===== config.mk =====
export PLATFORM = sky130hd
export DESIGN_NAME = flash_wait_gen
export DESIGN_NICKNAME = d
export VERILOG_FILES = /design/src/rtl/flwait_pkg.sv /design/src/rtl/flwait_decode.sv /design/src/rtl/flwait_fsm.sv /design/src/rtl/flwait_pol.sv /design/src/rtl/flwait_outreg.sv /design/src/rtl/flash_wait_gen.sv
export SDC_FILE = /design/constraint.sdc
export NUM_CORES = 1
export LEC_CHECK = 0
export ABC_CLOCK_PERIOD_IN_PS = 3000
export BUFFER_PORTS_ARGS = -buffer_cell sky130_fd_sc_hd__buf_2
export CAP_MARGIN = 0
export CORE_AREA = 2 2 39 41
export CTS_BUF_LIST = sky130_fd_sc_hd__clkbuf_16
export DETAILED_ROUTE_END_ITERATION = 8
export DIE_AREA = 0 0 41 43
export GPL_ROUTABILITY_DRIVEN = 0
export HOLD_SLACK_MARGIN = 0.1
export SETUP_SLACK_MARGIN = 0.15
export SYNTH_ARGS = -nofsm -noshare
export SYNTH_HDL_FRONTEND = slang
export SYNTH_HIERARCHICAL = 1
export SYNTH_SLANG_ARGS = --single-unit

===== constraint.sdc =====
create_clock -name clk -period 3 [get_ports clk]
set_input_delay 0.15 -clock clk [delete_from_list [all_inputs] [get_ports clk]]
set_output_delay 0.15 -clock clk [all_outputs]
set_load 0.05 [all_outputs]

===== src/rtl/flwait_pkg.sv =====
package flwait_pkg;

    // bus operation decoded from the strobes at one clock edge
    typedef enum logic [2:0] {
        OP_DESEL    = 3'd0,
        OP_OUTDIS   = 3'd1,
        OP_WRITE    = 3'd2,
        OP_RD_ASYNC = 3'd3,
        OP_RD_SYNC  = 3'd4
    } bus_op_e;

    // WAIT controller states
    typedef enum logic [2:0] {
        ST_DESEL  = 3'd0,
        ST_OUTDIS = 3'd1,
        ST_WRITE  = 3'd2,
        ST_ARD    = 3'd3,
        ST_SWAIT  = 3'd4,
        ST_SVALID = 3'd5
    } wait_st_e;

    localparam logic RESET_POL = 1'b0;

    function automatic logic is_sync_st(input wait_st_e s);
        return (s == ST_SWAIT) || (s == ST_SVALID);
    endfunction

endpackage


===== src/rtl/flwait_decode.sv =====
module flwait_decode
    import flwait_pkg::*;
(
    input  logic    ce_n,
    input  logic    oe_n,
    input  logic    we_n,
    input  logic    sync_mode,
    output bus_op_e op
);

    always_comb begin
        if (ce_n)
            op = OP_DESEL;
        else if (!we_n)
            op = OP_WRITE;
        else if (!oe_n)
            op = sync_mode ? OP_RD_SYNC : OP_RD_ASYNC;
        else
            op = OP_OUTDIS;
    end

endmodule


===== src/rtl/flwait_fsm.sv =====
module flwait_fsm
    import flwait_pkg::*;
(
    input  logic     clk,
    input  logic     rst_n,
    input  bus_op_e  op,
    input  logic     data_vld,
    output wait_st_e state_q,
    output wait_st_e state_d
);

    // next-state logic
    always_comb begin
        state_d = state_q;
        unique case (op)
            OP_DESEL:    state_d = ST_DESEL;
            OP_OUTDIS:   state_d = ST_OUTDIS;
            OP_WRITE:    state_d = ST_WRITE;
            OP_RD_ASYNC: state_d = ST_ARD;
            OP_RD_SYNC: begin
                unique case (state_q)
                    ST_SWAIT:  state_d = data_vld ? ST_SVALID : ST_SWAIT;
                    ST_SVALID: state_d = ST_SVALID;
                    default:   state_d = ST_SWAIT;
                endcase
            end
            default:     state_d = ST_DESEL;
        endcase
    end

    // state register
    always_ff @(posedge clk or negedge rst_n) begin
        if (!rst_n)
            state_q <= ST_DESEL;
        else
            state_q <= state_d;
    end

endmodule


===== src/rtl/flwait_pol.sv =====
module flwait_pol
    import flwait_pkg::*;
(
    input  logic clk,
    input  logic rst_n,
    input  logic hold,
    input  logic cfg_pol,
    output logic pol_q,
    output logic pol_n
);

    // value the polarity register takes at this edge
    assign pol_n = hold ? pol_q : cfg_pol;

    always_ff @(posedge clk or negedge rst_n) begin
        if (!rst_n)
            pol_q <= RESET_POL;
        else
            pol_q <= pol_n;
    end

endmodule


===== src/rtl/flwait_outreg.sv =====
module flwait_outreg
    import flwait_pkg::*;
(
    input  logic     clk,
    input  logic     rst_n,
    input  wait_st_e state_d,
    input  logic     mux_bus,
    input  logic     pol_n,
    output logic     wait_o,
    output logic     wait_oe
);

    logic oe_d;
    logic asrt_d;
    logic lvl_d;

    // output decode per state
    always_comb begin
        oe_d   = 1'b0;
        asrt_d = 1'b0;
        unique case (state_d)
            ST_DESEL:  oe_d = 1'b0;
            ST_OUTDIS: oe_d = mux_bus;
            ST_WRITE:  oe_d = mux_bus;
            ST_ARD:    oe_d = 1'b1;
            ST_SWAIT: begin
                oe_d   = 1'b1;
                asrt_d = 1'b1;
            end
            ST_SVALID: oe_d = 1'b1;
            default:   oe_d = 1'b0;
        endcase
        lvl_d = asrt_d ? pol_n : ~pol_n;
    end

    always_ff @(posedge clk or negedge rst_n) begin
        if (!rst_n) begin
            wait_oe <= 1'b0;
            wait_o  <= ~RESET_POL;
        end else begin
            wait_oe <= oe_d;
            wait_o  <= lvl_d;
        end
    end

endmodule


===== src/rtl/flash_wait_gen.sv =====
module flash_wait_gen
    import flwait_pkg::*;
(
    input  logic clk,
    input  logic rst_n,
    input  logic ce_n,
    input  logic oe_n,
    input  logic we_n,
    input  logic sync_mode,
    input  logic mux_bus,
    input  logic cfg_pol,
    input  logic data_vld,
    output logic wait_o,
    output logic wait_oe
);

    bus_op_e  op;
    wait_st_e state_q;
    wait_st_e state_d;
    logic     pol_q;
    logic     pol_n;
    logic     hold_pol;

    flwait_decode u_dec (
        .ce_n      (ce_n),
        .oe_n      (oe_n),
        .we_n      (we_n),
        .sync_mode (sync_mode),
        .op        (op)
    );

    flwait_fsm u_fsm (
        .clk      (clk),
        .rst_n    (rst_n),
        .op       (op),
        .data_vld (data_vld),
        .state_q  (state_q),
        .state_d  (state_d)
    );

    // freeze polarity only while a synchronous read continues
    assign hold_pol = is_sync_st(state_q) && (op == OP_RD_SYNC);

    flwait_pol u_pol (
        .clk     (clk),
        .rst_n   (rst_n),
        .hold    (hold_pol),
        .cfg_pol (cfg_pol),
        .pol_q   (pol_q),
        .pol_n   (pol_n)
    );

    flwait_outreg u_out (
        .clk     (clk),
        .rst_n   (rst_n),
        .state_d (state_d),
        .mux_bus (mux_bus),
        .pol_n   (pol_n),
        .wait_o  (wait_o),
        .wait_oe (wait_oe)
    );

endmodule


After elaboration in Yosys (flattened, before gate mapping)
Index checks and enable logic that the tools add are counted.
{"block": "word_totals", "reg_bits": 6, "input_bits": 9, "wordCells": 31}
{"block": "classes", "n_eq_ne": 11, "n_mux": 11, "n_bitwise": 1, "reduce_logical": 4}
{"op": "equality test 3 bit, second input constant", "count": 5}
{"op": "equality test 3 x 2 -> 1 bit, second input constant", "count": 4}
{"op": "2-to-1 mux 3 bit", "count": 4}
{"op": "one-hot mux 3 bit (4 select lines)", "count": 1}
{"op": "equality test 3 x 1 -> 1 bit, second input constant", "count": 2}
{"op": "one-hot mux 3 bit (2 select lines)", "count": 1}
{"op": "2-to-1 mux 1 bit", "count": 4}
{"op": "OR reduction 3 bit", "count": 1}
{"op": "one-hot mux 1 bit (2 select lines)", "count": 1}
{"op": "OR reduction 2 bit", "count": 1}
{"op": "logical AND 1 bit", "count": 1}
{"op": "logical OR 1 bit", "count": 1}
{"op": "NOT 1 bit", "count": 1}

Logic depth before layout (Yosys ltp)
{"block": "logic_depth", "depth_word": 9, "mapped_depth": 6, "ltp_nobuf": 6}

Hierarchy
Netlist, hierarchy kept.
{"module": "flwait_fsm", "n_inst": 1, "cells_per_inst": 9, "area_each_um2": 128.9, "seq_area_each_um2": 75.1}
{"module": "flwait_outreg", "n_inst": 1, "cells_per_inst": 8, "area_each_um2": 101.3, "seq_area_each_um2": 51.3}
{"module": "flwait_decode", "n_inst": 1, "cells_per_inst": 5, "area_each_um2": 46.3, "seq_area_each_um2": 0.0}
{"module": "flwait_pol", "n_inst": 1, "cells_per_inst": 2, "area_each_um2": 40.0, "seq_area_each_um2": 25.0}
{"module": "flash_wait_gen", "n_inst": 1, "cells_per_inst": 2, "area_each_um2": 13.8, "seq_area_each_um2": 0.0}

Worst setup path before layout
OpenSTA, ideal clock, no wires.
{"block": "synth_timing", "path_kind": "in2reg", "startpoint": "input port sync_mode", "endpoint": "register u_out.wait_oe", "setup_ns": 0.092, "arrival_time_ns": 1.315, "path_slack_ns": 1.593, "path_stages": 6, "path_cell_list": "nor2b_4 -> and3b_1 -> nand2b_4 -> o41ai_2 -> a21oi_1 -> o31ai_2"}
{"block": "synth_via", "elab_chain_cells": 9, "word_cells_on_any_way": 17}
{"item": "start, declared", "line_no": "flash_wait_gen.sv:9", "rtl": "input logic sync_mode,"}
{"item": "2-to-1 mux 3 bit *", "line_no": "flwait_decode.sv:17", "rtl": "op = sync_mode ? OP_RD_SYNC : OP_RD_ASYNC;"}
{"item": "2-to-1 mux 3 bit *", "line_no": "flwait_decode.sv:16", "rtl": "else if (!oe_n)"}
{"item": "2-to-1 mux 3 bit *", "line_no": "flwait_decode.sv:14", "rtl": "else if (!we_n)"}
{"item": "2-to-1 mux 3 bit *", "line_no": "flwait_decode.sv:12", "rtl": "if (ce_n)"}
{"item": "named net op[2]", "line_no": "flash_wait_gen.sv:17", "rtl": "bus_op_e op;"}
{"item": "equality test 3 bit, or another cell as far along", "line_no": "flwait_fsm.sv:15", "rtl": "unique case (op)"}
{"item": "one-hot mux 3 bit (4 select lines) *", "line_no": "flwait_fsm.sv:15"}
{"item": "named net state_d[0]", "line_no": "flash_wait_gen.sv:19", "rtl": "wait_st_e state_d;"}
{"item": "equality test 3 x 2 -> 1 bit, or another cell as far along", "line_no": "flwait_outreg.sv:21", "rtl": "unique case (state_d)"}
{"item": "OR reduction 3 bit (no line) or OR reduction 2 bit (tied branches)"}
{"item": "one-hot mux 1 bit (2 select lines) *", "line_no": "flwait_outreg.sv:21"}
{"item": "named net u_out.oe_d", "line_no": "flwait_outreg.sv:13", "rtl": "logic oe_d;"}
{"item": "end signal, assigned", "line_no": "flwait_outreg.sv:38", "rtl": "wait_oe <= 1'b0;"}
{"item": "end signal, assigned", "line_no": "flwait_outreg.sv:41", "rtl": "wait_oe <= oe_d;"}
{"item": "end, declared", "line_no": "flwait_outreg.sv:10", "rtl": "output logic wait_oe"}
The timed path passes the listed nets; every way through them passes the cells marked *.

Worst setup path after layout
{"block": "layout_timing", "startpoint": "input port oe_n", "endpoint": "register u_out.wait_oe"}
{"block": "layout_via", "elab_chain_cells": 8, "word_cells_on_any_way": 16}
{"item": "start, declared", "line_no": "flash_wait_gen.sv:7", "rtl": "input logic oe_n,"}
{"item": "2-to-1 mux 3 bit *", "line_no": "flwait_decode.sv:16"}
{"item": "2-to-1 mux 3 bit *", "line_no": "flwait_decode.sv:14"}
{"item": "2-to-1 mux 3 bit *", "line_no": "flwait_decode.sv:12"}
{"item": "named net op[2]", "line_no": "flash_wait_gen.sv:17"}
{"item": "equality test 3 bit, or another cell as far along", "line_no": "flwait_fsm.sv:15"}
{"item": "one-hot mux 3 bit (4 select lines) *", "line_no": "flwait_fsm.sv:15"}
{"item": "named net state_d[0]", "line_no": "flash_wait_gen.sv:19"}
{"item": "equality test 3 x 2 -> 1 bit, or another cell as far along", "line_no": "flwait_outreg.sv:21"}
{"item": "OR reduction 3 bit (no line) or OR reduction 2 bit (tied branches)"}
{"item": "one-hot mux 1 bit (2 select lines) *", "line_no": "flwait_outreg.sv:21"}
{"item": "named net u_out.oe_d", "line_no": "flwait_outreg.sv:13"}
Marks and branches as above.

==> key figures <==
Status
  • Outcome: completed

Clocking
  • Cts hold-fix bufs: 1
  • Root buffer cell: clkbuf_16
  • # clock sinks: 6
  • PostCTS Resize Cnt: 0
  • CTS clk-pin slew, worst paths: 40 ps
  • H-Tree Depth: 1
  • CTS tree: built
  • # Post-CTS Setup Buffers: 0
  • Worst-skew pair later-pin latency: 230 ps
  • CTS buffer count: 3
  • Maximum root-to-sink buffer count: 2

Global routing
  • First-pass GRT wire length: 1041 um
  • Antenna violations before repair: 0
  • Grt ovf: 0
  • Total global-route track usage: 8.612%
  • Number of global-route vias before repair: 274
  • Largest net degree at the start of global routing: 7

Power
  • Power Density: 697.6 nW/um^2
  • Final Total Pwr: 0.3413 mW
  • VDD IR max: 319.4 uV
  • P_leak: 0.2341 nW

Detailed routing
  • DRT iter0 DRCs: 1
  • Avg WL per Cell: 10.19 um
  • Router iterations before antenna repair: 2
  • Vias per inst: 4.228
  • Drc violations: 0
  • Antenna-violating nets left: 0
  • Routed WL: 581 um
  • Via count: 241

Timing
  • Fin. Hold Viols: 0
  • RSZ-0062 raised after global routing: no
  • Post-Route Setup TNS: 0 ps
  • Slew Limit Fails: 0
  • Final setup margin: 1592 ps
  • Max Freq: 710.1 MHz
  • Final setup viols: 0
  • Tmin final: 1408 ps
  • Skew final: 2.373 ps
  • Max-slew headroom: 68.60%
  • Tightest Pin Transition: 465.8 ps
  • Final Cycle Share: 46.94%

Layout
  • Layout cell share with drive strength beyond 1: 53.66%
  • Final #Nets: 51
  • Register area: 151.4 sq um
  • Area occupied by multi-input gates: 178.9 sq um
  • Number of diodes: 0
  • Layout area overhead: 48.11%
  • Fill count: 143

Yosys
  • Synth Register Bits: 6
  • Gate Count Post-Synth: 26
  • Synth unique cells: 18
  • Post-Syn Area per Cell: 12.70 sq um
  • Synthesized area: 330.3 sq um
  • Sequential share of the synthesized area: 45.83%
  • Syn_nets: 35
  • Syn. warnings: 6

Worst setup path
  • Worst EP arrival: 1540 ps
  • Startpoint Class: input pin
  • Crit Path Category: in2reg
  • Buf+Inv Stages, Crit Path: 1
  • Crit path cell chain: buf_2, nor2b_4, and3b_1, nand2b_4, o41ai_2, a21oi_1, o31ai_2
  • Slowest-stage cell, CP: o41ai_2
  • Worst r2r path cells: 3
  • Cell family with most CP delay: compound AO/OA/AOI/OAI gates
  • Critical Path Fanout Max: 4
  • Critical Path RT: 3140 ps
  • Worst path max stage delay: 460 ps
  • Instance count on the critical path: 7
  • CP Capture Type: flip-flop

Floorplanning
  • Die area: 1763 sq um
  • Row cnt: 14
  • Initial core utilization: 23.87%
  • # IOs: 11
  • Core Area: 1384 sq um
  • Die H: 43 um
  • Die width: 41 um

Job
  • Max-cap violations: 0

Placement
  • Setup slack at placement: 1318 ps
  • IO buf count: 10
  • HPWL after DPL: 464.9 um

Hold path
  • Worst hold path class: in2reg
  • Hold-critical path depth: 2
-- final cells by class --
class	instances	share of cell area, %
sequential	6	30.95
tap	16	4.092
clock inverter	1	0.7673
clock buffer	3	15.35
timing repair buffer	11	12.28
multi-input combinational	20	36.57
-- synth_stat cells --
cell type	n	area (sq um)
o31ai_2	1	12.51
nor2_1	4	15.01
o41ai_2	1	16.27
a21oi_1	1	5.000
and3b_1	1	8.760
o21ai_1	1	5.000
nand2b_2	1	8.760
dfrtp_1	5	125.1
nand2b_4	1	13.76
nor3b_2	2	25.02
o21a_1	1	7.510
nor2b_1	1	6.260
mux2_4	1	15.01
and4b_1	1	10.01
nor2b_4	1	13.76
xnor2_1	1	8.760
or2b_1	1	7.510
dfstp_2	1	26.28
-- cell usage in the layout (no fill, tap or decap) --
master / instances
dfstp_2: 1
nand2b_2: 1
and4b_1: 1
o21ai_1: 1
nor3b_2: 2
or2b_1: 1
nand2b_4: 1
o31ai_2: 1
and3b_1: 1
a21oi_1: 1
nor2b_1: 1
xnor2_1: 1
nor2b_4: 1
nor2_1: 4
clkbuf_16: 3
o21a_1: 1
buf_2: 10
dfrtp_1: 5
dlygate4sd3_1: 1
mux2_4: 1
inv_1: 1
o41ai_2: 1
-- metal layers --
metal	up-vias	wire, um	GRT usage (%)
met1	110	273	10.60
met2	8	265	13.75
met3	0	42	3.141
met4	0	0	2.000
li1	123	-	-
met5	-	0	0
-- worst paths after layout --
check,start,endpoint,slack [ps]
worst max-delay path,oe_n,u_out/wait_oe,1590
worst min-delay path,cfg_pol,u_pol/pol_q,180
worst max register to register,u_fsm/state_q[1],u_out/wait_oe,1660
worst min register to register,u_pol/pol_q,u_pol/pol_q,490
max in group asynchronous,rst_n,u_out/wait_o,2510
min in group asynchronous,rst_n,u_fsm/state_q[2],270
-- state kept, by name, summed over array words and instances, names as in the netlist --
signal / cells
u_pol/pol_q: 1
u_out/wait_oe: 1
u_fsm/state_q: 3
u_out/wait_o: 1
-- cells by family (layout without fill, tap and decap cells) --
| family | Yosys count | count (layout) | synth area share, % |
|---|---|---|---|
| simple gates | 13 | 13 | 32.95 |
| flops | 6 | 6 | 45.83 |
| compound gates | 5 | 5 | 14.01 |
| xor+xnor | 1 | 1 | 2.652 |
| mux | 1 | 1 | 4.544 |
| buf+inv | 0 | 15 | 0 |
-- power by group --
group	total [mW]	switching [mW]	internal [mW]
Clock	0.217	0.0447	0.173
Combinational	0.0355	0.0205	0.0150
Sequential	0.0884	0.00165	0.0867
Total	0.341	0.0668	0.274
-- metrics by stage --
stage | hold slack (ps) | area (sq um) | utilization (%) | std cells
2_1_floorplan | -145.6 | 330.3 | - | 26
3_3_place_gp | -20.70 | 400.4 | 28.93 | 52
3_5_place_dp | -20.20 | 400.4 | 28.93 | 52
4_1_cts | 183.1 | 489.2 | 35.35 | 57
5_1_grt | 187.0 | 489.2 | 35.35 | 57
6_report | 181.0 | 489.2 | 35.35 | 57
Note: power is estimated with default switching activity, not from simulation.
